File: config.mk
export PLATFORM = sky130hd
export DESIGN_NAME = keyed_watchdog
export DESIGN_NICKNAME = d
export VERILOG_FILES = /design/src/rtl/wdt_pkg.sv /design/src/rtl/wdt_cfg_reg.sv /design/src/rtl/wdt_key_fsm.sv /design/src/rtl/wdt_prescaler.sv /design/src/rtl/wdt_down_counter.sv /design/src/rtl/keyed_watchdog.sv
export SDC_FILE = /design/constraint.sdc
export NUM_CORES = 1
export LEC_CHECK = 0
export BUFFER_PORTS_ARGS = -buffer_cell sky130_fd_sc_hd__buf_2
export CAP_MARGIN = 20
export CORE_ASPECT_RATIO = 0.5
export CORE_MARGIN = 10
export CORE_UTILIZATION = 40
export DETAILED_ROUTE_END_ITERATION = 8
export PLACE_DENSITY_LB_ADDON = 0.15
export SETUP_SLACK_MARGIN = 0.2
export SYNTH_ARGS = -nofsm -noshare
export SYNTH_HDL_FRONTEND = slang
export SYNTH_SLANG_ARGS = --single-unit
File: constraint.sdc
create_clock -name clk -period 6.8 [get_ports clk]
set_clock_uncertainty 0.05 [all_clocks]
set_input_delay 0.34 -clock clk [delete_from_list [all_inputs] [get_ports clk]]
set_output_delay 0.34 -clock clk [all_outputs]
set_load 0.02 [all_outputs]
File: src/rtl/wdt_pkg.sv
package wdt_pkg;
  localparam int CNT_W = 16;

  typedef enum logic {
    KEY_WAIT_A = 1'b0,
    KEY_WAIT_B = 1'b1
  } key_state_e;

  typedef struct packed {
    logic             en;
    logic             nmi_sel;
    logic             pre;
    logic [CNT_W-1:0] count;
  } wdt_cfg_t;
endpackage

File: src/rtl/wdt_cfg_reg.sv
module wdt_cfg_reg
  import wdt_pkg::*;
#(
  parameter wdt_cfg_t RST_CFG = '{en: 1'b1, nmi_sel: 1'b0, pre: 1'b0, count: '1}
) (
  input  logic     clk,
  input  logic     rst_n,
  input  logic     wr,
  input  wdt_cfg_t wr_cfg,
  output wdt_cfg_t cfg,
  output logic     locked,
  output logic     accept
);
  // a write lands only while the register is still open
  assign accept = wr & ~locked;

  always_ff @(posedge clk or negedge rst_n) begin
    if (!rst_n) begin
      cfg    <= RST_CFG;
      locked <= 1'b0;
    end else if (accept) begin
      cfg    <= wr_cfg;
      locked <= 1'b1;
    end
  end
endmodule

File: src/rtl/wdt_key_fsm.sv
module wdt_key_fsm
  import wdt_pkg::*;
#(
  parameter int             KEY_W = 16,
  parameter logic [KEY_W-1:0] KEY_A = 16'h556C,
  parameter logic [KEY_W-1:0] KEY_B = 16'hAA39
) (
  input  logic             clk,
  input  logic             rst_n,
  input  logic             wr,
  input  logic [KEY_W-1:0] data,
  input  logic             expire,
  output logic             reload,
  output key_state_e       state
);
  key_state_e state_nx;

  assign reload = wr && (state == KEY_WAIT_B) && (data == KEY_B);

  always_comb begin
    state_nx = state;
    if (reload || expire) begin
      state_nx = KEY_WAIT_A;
    end else if (wr) begin
      unique case (state)
        KEY_WAIT_A: state_nx = (data == KEY_A) ? KEY_WAIT_B : KEY_WAIT_A;
        KEY_WAIT_B: state_nx = KEY_WAIT_A;
        default:    state_nx = KEY_WAIT_A;
      endcase
    end
  end

  always_ff @(posedge clk or negedge rst_n) begin
    if (!rst_n) state <= KEY_WAIT_A;
    else        state <= state_nx;
  end
endmodule

File: src/rtl/wdt_prescaler.sv
module wdt_prescaler #(
  parameter int DIV = 2048
) (
  input  logic clk,
  input  logic rst_n,
  input  logic run,
  input  logic clr,
  output logic tick
);
  generate
    if (DIV <= 1) begin : g_bypass
      logic unused_ok;
      assign unused_ok = clk ^ rst_n ^ clr;
      assign tick = run;
    end else begin : g_div
      localparam int PW = $clog2(DIV);
      localparam logic [PW-1:0] LAST = PW'(DIV - 1);
      logic [PW-1:0] phase;

      assign tick = run && (phase == LAST);

      always_ff @(posedge clk or negedge rst_n) begin
        if (!rst_n)       phase <= '0;
        else if (clr)     phase <= '0;
        else if (run)     phase <= (phase == LAST) ? '0 : phase + 1'b1;
      end
    end
  endgenerate
endmodule

File: src/rtl/wdt_down_counter.sv
module wdt_down_counter #(
  parameter int             W       = 16,
  parameter logic [W-1:0]   RST_VAL = '1
) (
  input  logic         clk,
  input  logic         rst_n,
  input  logic         en,
  input  logic         tick,
  input  logic         load,
  input  logic [W-1:0] load_val,
  output logic [W-1:0] cnt,
  output logic         fire_now,
  output logic         pulse
);
  // expiry yields to any load in the same cycle and never repeats back to back
  assign fire_now = en && (cnt == '0) && !load && !pulse;

  always_ff @(posedge clk or negedge rst_n) begin
    if (!rst_n) begin
      cnt   <= RST_VAL;
      pulse <= 1'b0;
    end else begin
      pulse <= fire_now;
      if (load || fire_now)             cnt <= load_val;
      else if (en && tick && cnt != '0) cnt <= cnt - 1'b1;
    end
  end
endmodule

File: src/rtl/keyed_watchdog.sv
module keyed_watchdog
  import wdt_pkg::*;
#(
  parameter int               KEY_W     = 16,
  parameter logic [KEY_W-1:0] KEY_A     = 16'h556C,
  parameter logic [KEY_W-1:0] KEY_B     = 16'hAA39,
  parameter int               PRE_DIV   = 2048,
  parameter bit               RST_EN    = 1'b1,
  parameter bit               RST_NMI   = 1'b0,
  parameter bit               RST_PRE   = 1'b0,
  parameter logic [CNT_W-1:0] RST_COUNT = 16'hFFFF
) (
  input  logic             clk,
  input  logic             rst_n,
  input  logic             svc_wr,
  input  logic [KEY_W-1:0] svc_data,
  input  logic             cfg_wr,
  input  logic             cfg_en,
  input  logic             cfg_nmi_sel,
  input  logic             cfg_prescale,
  input  logic [CNT_W-1:0] cfg_count,
  output logic             rst_req,
  output logic             nmi_req
);
  localparam wdt_cfg_t RST_CFG = '{en: RST_EN, nmi_sel: RST_NMI, pre: RST_PRE, count: RST_COUNT};

  wdt_cfg_t         cfg_in, cfg_q;
  logic             cfg_locked, cfg_accept;
  logic             svc_reload, fire_now, pulse_q;
  logic             pre_tick, cnt_tick, cnt_load;
  logic [CNT_W-1:0] cnt_val, load_val;
  key_state_e       key_st;

  assign cfg_in = '{en: cfg_en, nmi_sel: cfg_nmi_sel, pre: cfg_prescale, count: cfg_count};

  wdt_cfg_reg #(.RST_CFG(RST_CFG)) u_cfg (
    .clk(clk), .rst_n(rst_n), .wr(cfg_wr), .wr_cfg(cfg_in),
    .cfg(cfg_q), .locked(cfg_locked), .accept(cfg_accept)
  );

  wdt_key_fsm #(.KEY_W(KEY_W), .KEY_A(KEY_A), .KEY_B(KEY_B)) u_key (
    .clk(clk), .rst_n(rst_n), .wr(svc_wr), .data(svc_data),
    .expire(fire_now), .reload(svc_reload), .state(key_st)
  );

  assign cnt_load = svc_reload | cfg_accept;
  assign load_val = cfg_accept ? cfg_count : cfg_q.count;

  wdt_prescaler #(.DIV(PRE_DIV)) u_pre (
    .clk(clk), .rst_n(rst_n), .run(cfg_q.en & cfg_q.pre),
    .clr(cnt_load | fire_now), .tick(pre_tick)
  );

  assign cnt_tick = cfg_q.pre ? pre_tick : 1'b1;

  wdt_down_counter #(.W(CNT_W), .RST_VAL(RST_COUNT)) u_cnt (
    .clk(clk), .rst_n(rst_n), .en(cfg_q.en), .tick(cnt_tick),
    .load(cnt_load), .load_val(load_val),
    .cnt(cnt_val), .fire_now(fire_now), .pulse(pulse_q)
  );

  assign rst_req = pulse_q & ~cfg_q.nmi_sel;
  assign nmi_req = pulse_q &  cfg_q.nmi_sel;
endmodule

==> key figures, run 1 <==
Die
  – Chip width: 135 um
  – Initial Util: 42.4%
  – Core Area: 0.00623 mm^2
  – Number of core rows: 20
  – Die Y-Extent: 77.4 um
  – IO Count: 41
  – Die area: 0.0104 mm^2

Drt
  – DR iter-0 viols: 111
  – Antenna viol nets, final: 0
  – DR WL/cell: 14.5 um
  – DRC errors left: 0
  – Via count: 1789
  – Total routed wirelength: 5.19 mm
  – Via density: 4.98
  – Drt pass-1 iters: 4

Clock network
  – Clock Latency Late Sink: 0.28 ns
  – Worst-path clk slew: 0.06 ns
  – Worst-case clock buffer depth: 2
  – Post-CTS Setup Bufs: 0
  – CTS resizes: 0
  – Cts bufs inserted: 5
  – Clk sinks: 49
  – Clk root buf: clkbuf_16
  – CTS Hold Bufs: 0
  – CTS tree: yes
  – Max H-tree Level: 2

STA
  – Worst Tran Pin Value: 1.01 ns
  – Setup TNS: 0 ns
  – Final hold vios: 0
  – Fin. max-slew vios: 0
  – RSZ-0062 raised after global routing: no
  – Minimum clock period: 2.56 ns
  – Final setup viols: 0
  – FMAX: 0.391 GHz
  – Final period util: 37.6%
  – Max-slew headroom: 32.0%

Placed design
  – Placed cell areas: 0.00292 mm^2
  – Port buffer count: 40
  – Routability cong.: 0.767
  – Dpl hpwl: 3.80 mm

Setup path
  – Reg-to-reg critical path startpoint: u_cfg.locked
  – Worst-path fanout max: 20
  – Worst r2r path cells: 4
  – CP startpoint: u_cfg.locked
  – Crit path required time: 6.96 ns
  – Worst path arrival time: 2.72 ns
  – Worst Path Class, Setup: reg2reg
  – Setup crit start kind: register
  – R2r setup slk: 4.24 ns
  – Critical Path Sink Type: register
  – R2R Path End: u_cnt.cnt[2]

Global routing
  – Initial antenna violation count: 0
  – Vias in the first global route: 1919
  – GR Util All Layers: 10.3%
  – First-pass GRT wire length: 9.05 mm
  – Largest net degree at the start of global routing: 50
  – Global route total overflow: 0

Final layout
  – Synthesis-to-finish area growth: 16.2%
  – Final #Nets: 313
  – Final Core Density: 49.2%
  – Layout cells sized above 1: 43.9%
  – Antenna Cells: 0
  – Cell area after layout: 0.00307 mm^2
  – Fill cells: 556

Synthesis
  – Leading area contributor after synthesis: dfstp_2
  – Yosys top cell area share: 32.8%
  – Top post-synthesis cells by count: dfstp_2, mux2_2, nor2_1, dfrtp_1, xnor2_1
  – Syn Nets: 271
  – Cell area after synthesis: 0.00264 mm^2
  – Ys flop type: dfstp_2
  – Number of synthesis warnings: 0
  – Post-synthesis sequential area ratio: 48.0%
  – Synth Instances: 229
  – Ys async rst share: 100%
  – Post-Syn Area per Cell: 11.5 um^2
  – Number of synthesized flops with an enable pin: 0
  – Top cells by area, synth: dfstp_2, dfrtp_1, mux2_2
  – Synth cell types: 41
  – Cell with the most instances after synthesis: dfstp_2
  – Seq cells post-synth: 49

Power
  – Peak supply drop: 0.118 mV
  – Sw power: 0.000277 W
  – P_leak: 1.29 nW
  – Pwr/cell area: 315 mW/mm^2
  – Comb pwr share: 25.1%
  – P_int: 0.000688 W
  – Flop pwr share: 49.6%
  – Clk pwr share: 25.3%
  – Sw Ratio: 28.7%

Min path
  – Hold WC Path Type: in2async

Status
  – Outcome: complete, no violations

Flow run
  – Total of max-cap violations: 0
## registers in the layout, indices dropped and copies added (netlist names)
signal             count
u_cfg.cfg             19
u_pre.g_div.phase     11
u_cnt.cnt             16
u_cnt.pulse            1
u_key.state            1
u_cfg.locked           1
## per-layer routing
metal	share of wire [%]	vias up	track usage, %
met1	47	859	12.8
met3	3.8	5	3.34
met4	0.93	0	3.13
li1	-	910	-
met2	48	15	16.8
met5	0	-	0
## cells by family (layout without fill, tap and decap cells)
| kind of cell | count (synthesis) | count (layout) | synth area share (%) |
|---|---|---|---|
| xor gates and xnor gates | 20 | 20 | 6.64 |
| AOI/OAI and AO/OA | 15 | 15 | 3.70 |
| muxes | 36 | 36 | 16.3 |
| and+or+nand+nor | 94 | 94 | 21.7 |
| buffers and inverters | 12 | 54 | 2.27 |
| DFF | 49 | 49 | 48.0 |
| adders and majority gates | 3 | 3 | 1.42 |
## area by class of cell
type | count | area, um^2 | share of cell area [%]
Timing Repair Buffer | 42 | 215 | 7.02
Tap cell | 88 | 110 | 3.59
Multi-Input combinational cell | 168 | 1310 | 42.8
Clock buffer | 7 | 143 | 4.65
Sequential cell | 49 | 1270 | 41.3
Inverter | 5 | 18.8 | 0.612
## worst max-delay path by stage
stage               cells past startpoint  slack (ns)             to
floorplan                               9        4.54  u_cnt.cnt[10]
global placement                        5        4.21   u_cnt.cnt[5]
detailed placement                      5        4.11   u_cnt.cnt[4]
CTS                                     4        4.17   u_cnt.cnt[4]
global route                            4        4.05   u_cnt.cnt[1]
finish                                  4        4.24   u_cnt.cnt[2]
## power by group through the flow
stage	Combinational [W]	Clock [W]	Sequential (W)
final	0.000242	0.000244	0.000478
after global routing	0.000276	0.000266	0.000491
after CTS	0.000246	0.000254	0.000478
after detailed placement	0.000244	0	0.000482
after global placement	0.000237	0	0.000480
after floorplan	0.000198	0	0.000466
## critical path, stage by stage, from the launching register on
cell and delay (ns):
dfrtp_1 0.33, nand2b_1 0.77, o31ai_1 0.35, nor2b_4 0.57
mux2_2 0.40
## stage by stage
step	std cells	hold WS [ns]	total power (W)	setup WS (ns)
6_report	359	0.0964	0.000965	4.24
2_1_floorplan	229	-0.00559	0.000663	4.54
3_3_place_gp	352	0.390	0.000717	4.21
5_1_grt	359	0.162	0.00103	4.05
3_5_place_dp	352	0.397	0.000726	4.11
4_1_cts	359	0.132	0.000979	4.17
## cell usage in the layout, fill, tap and decap left out, types with 7 or more instances in the layout
cell type and instances:
nand3_1 13, nor2_1 20, dfrtp_1 16, nor3_1 7
mux2_4 8, dfstp_2 33, buf_2 40, xnor2_1 15
mux2_2 23, nand2_1 9
Power figures use the tool's default switching activity.
==> run 2, diff against run 1 <==
==> constraint.sdc (replaced) <==
create_clock -name clk -period 2.4 [get_ports clk]
set_clock_uncertainty 0.05 [all_clocks]
set_input_delay 0.12 -clock clk [delete_from_list [all_inputs] [get_ports clk]]
set_output_delay 0.12 -clock clk [all_outputs]
set_load 0.02 [all_outputs]
==> run 2 against run 1 <==
Effect of this change:
- worst hold slack got worse by 0.088 ns
- sequential cell count unchanged
- maximum frequency increased by 20%
- register-to-register slack got worse by 4.0 ns
==> key figures, run 2 (synthesis results as in run 1) <==
Status
  – Outcome: complete, no violations

Setup path
  – Critical Path Sink Type: register
  – Worst path arrival time: 2.29 ns
  – Crit path required time: 2.57 ns
  – Setup crit start kind: register
  – Worst Path Class, Setup: reg2reg
  – Worst-path fanout max: 5
  – R2r setup slk: 0.28 ns

Drt
  – DR iter-0 viols: 76
  – DRC errors left: 0
  – Antenna viol nets, final: 0
  – Total routed wirelength: 5.30 mm
  – DR WL/cell: 14.4 um
  – Via density: 5.02
  – Via count: 1854
  – Drt pass-1 iters: 4

Global routing
  – Vias in the first global route: 1965
  – First-pass GRT wire length: 9.09 mm
  – GR Util All Layers: 10.6%
  – Largest net degree at the start of global routing: 39
  – Global route total overflow: 0
  – Initial antenna violation count: 0

STA
  – Setup TNS: 0 ns
  – Fin. max-slew vios: 0
  – Minimum clock period: 2.12 ns
  – Worst Tran Pin Value: 0.841 ns
  – Final period util: 88.4%
  – Max-slew headroom: 44.0%
  – Hold Slack: 0.00796 ns
  – RSZ-0062 raised after global routing: no
  – Final setup viols: 0
  – FMAX: 0.471 GHz
  – Final hold vios: 0

Power
  – Pwr/cell area: 886 mW/mm^2
  – Peak supply drop: 0.509 mV
  – P_leak: 1.35 nW

Min path
  – Hold WC Path Type: in2reg

Die
  – IO Count: 41
  – Initial Util: 42.4%
  – Number of core rows: 20
  – Core Area: 0.00623 mm^2
  – Die area: 0.0104 mm^2
  – Die Y-Extent: 77.4 um
  – Chip width: 135 um

Final layout
  – Most frequent cells in the layout: buf_2, dfstp_2, mux2_2
  – Max FFs per register: 19
  – Synthesis-to-finish area growth: 20.6%
  – Final Core Density: 51.1%
  – Top flop regs: u_cfg.cfg x19, u_cnt.cnt x16, u_pre.g_div.phase x11
  – Layout cells sized above 1: 46.6%
  – Largest Register: u_cfg.cfg
  – Commonest non-fill, non-tap cell in the layout: buf_2
  – Antenna Cells: 0
  – Final #Nets: 322

Clock network
  – Clock Latency Late Sink: 0.29 ns
  – Worst-case clock buffer depth: 2
  – Clk sinks: 49
  – Clk root buf: clkbuf_16
  – Worst-path clk slew: 0.06 ns
  – CTS tree: yes
  – Max H-tree Level: 2
  – Cts bufs inserted: 5

Placed design
  – Port buffer count: 40
  – Routability cong.: 0.764
  – Dpl hpwl: 3.94 mm

Flow run
  – Total of max-cap violations: 0
## run 2: repair_timing
item                       4_1_cts  5_1_grt
hold endpoints to repair        17        0
setup endpoints to repair        0       14
gates resized for setup          0        3
buffers inserted                 0        3
hold buffers                     2        0
## run 2: per-stage QoR
stage	instance area [um^2]	setup WS (ns)	std cells	power, W
after floorplan	2650	0.258	229	0.00188
after global placement	2960	0.245	356	0.00204
after detailed placement	2960	0.214	356	0.00207
after CTS	3140	0.204	366	0.00283
after global routing	3180	0.196	369	0.00301
final	3180	0.277	369	0.00282
## run 2: layer usage
metal  track usage, %  share of wire, %  up-vias
met4             3.56               1.4        0
met2             17.0                46       21
met1             13.0                48      894
met3             3.66               4.1        7
li1                 -                 -      932
met5                0                 0        -
## run 2: path summary, 6_finish.rpt
kind / from / endpoint / cells after the start
setup / recovery: u_cnt.cnt[1] / u_cnt.cnt[11] / 8
hold / removal: cfg_nmi_sel / u_cfg.cfg[17] / 2
setup reg to reg: u_cnt.cnt[1] / u_cnt.cnt[11] / 8
hold reg to reg: u_cfg.locked / u_cfg.locked / 1
max in group asynchronous: rst_n / u_cnt.cnt[0] / 3
min in group asynchronous: rst_n / u_pre.g_div.phase[8] / 2
## run 2: critical path, stage by stage, from the launching register on
cell and delay (ns):
dfstp_2 0.37, inv_1 0.09, ha_1 0.16, nor3b_4 0.23
nand2_1 0.08, or4_4 0.46, nor2b_4 0.16, buf_4 0.16
mux2_4 0.29
## run 2: area by class of cell
type | count | area [um^2]
well taps | 88 | 110
repair buffers | 51 | 300
flip-flops and latches | 49 | 1270
clock buffers | 7 | 153
fillers | 564 | 3050
multi-input cells | 168 | 1330
inverters | 5 | 18.8
clock inverters | 1 | 5.00
## run 2: power by group
| group | total, W | switching (W) | internal (W) |
|---|---|---|---|
| sequential | 0.00137 | 0.000224 | 0.00114 |
| combinational | 0.000713 | 0.000300 | 0.000413 |
| clock | 0.000740 | 0.000299 | 0.000441 |
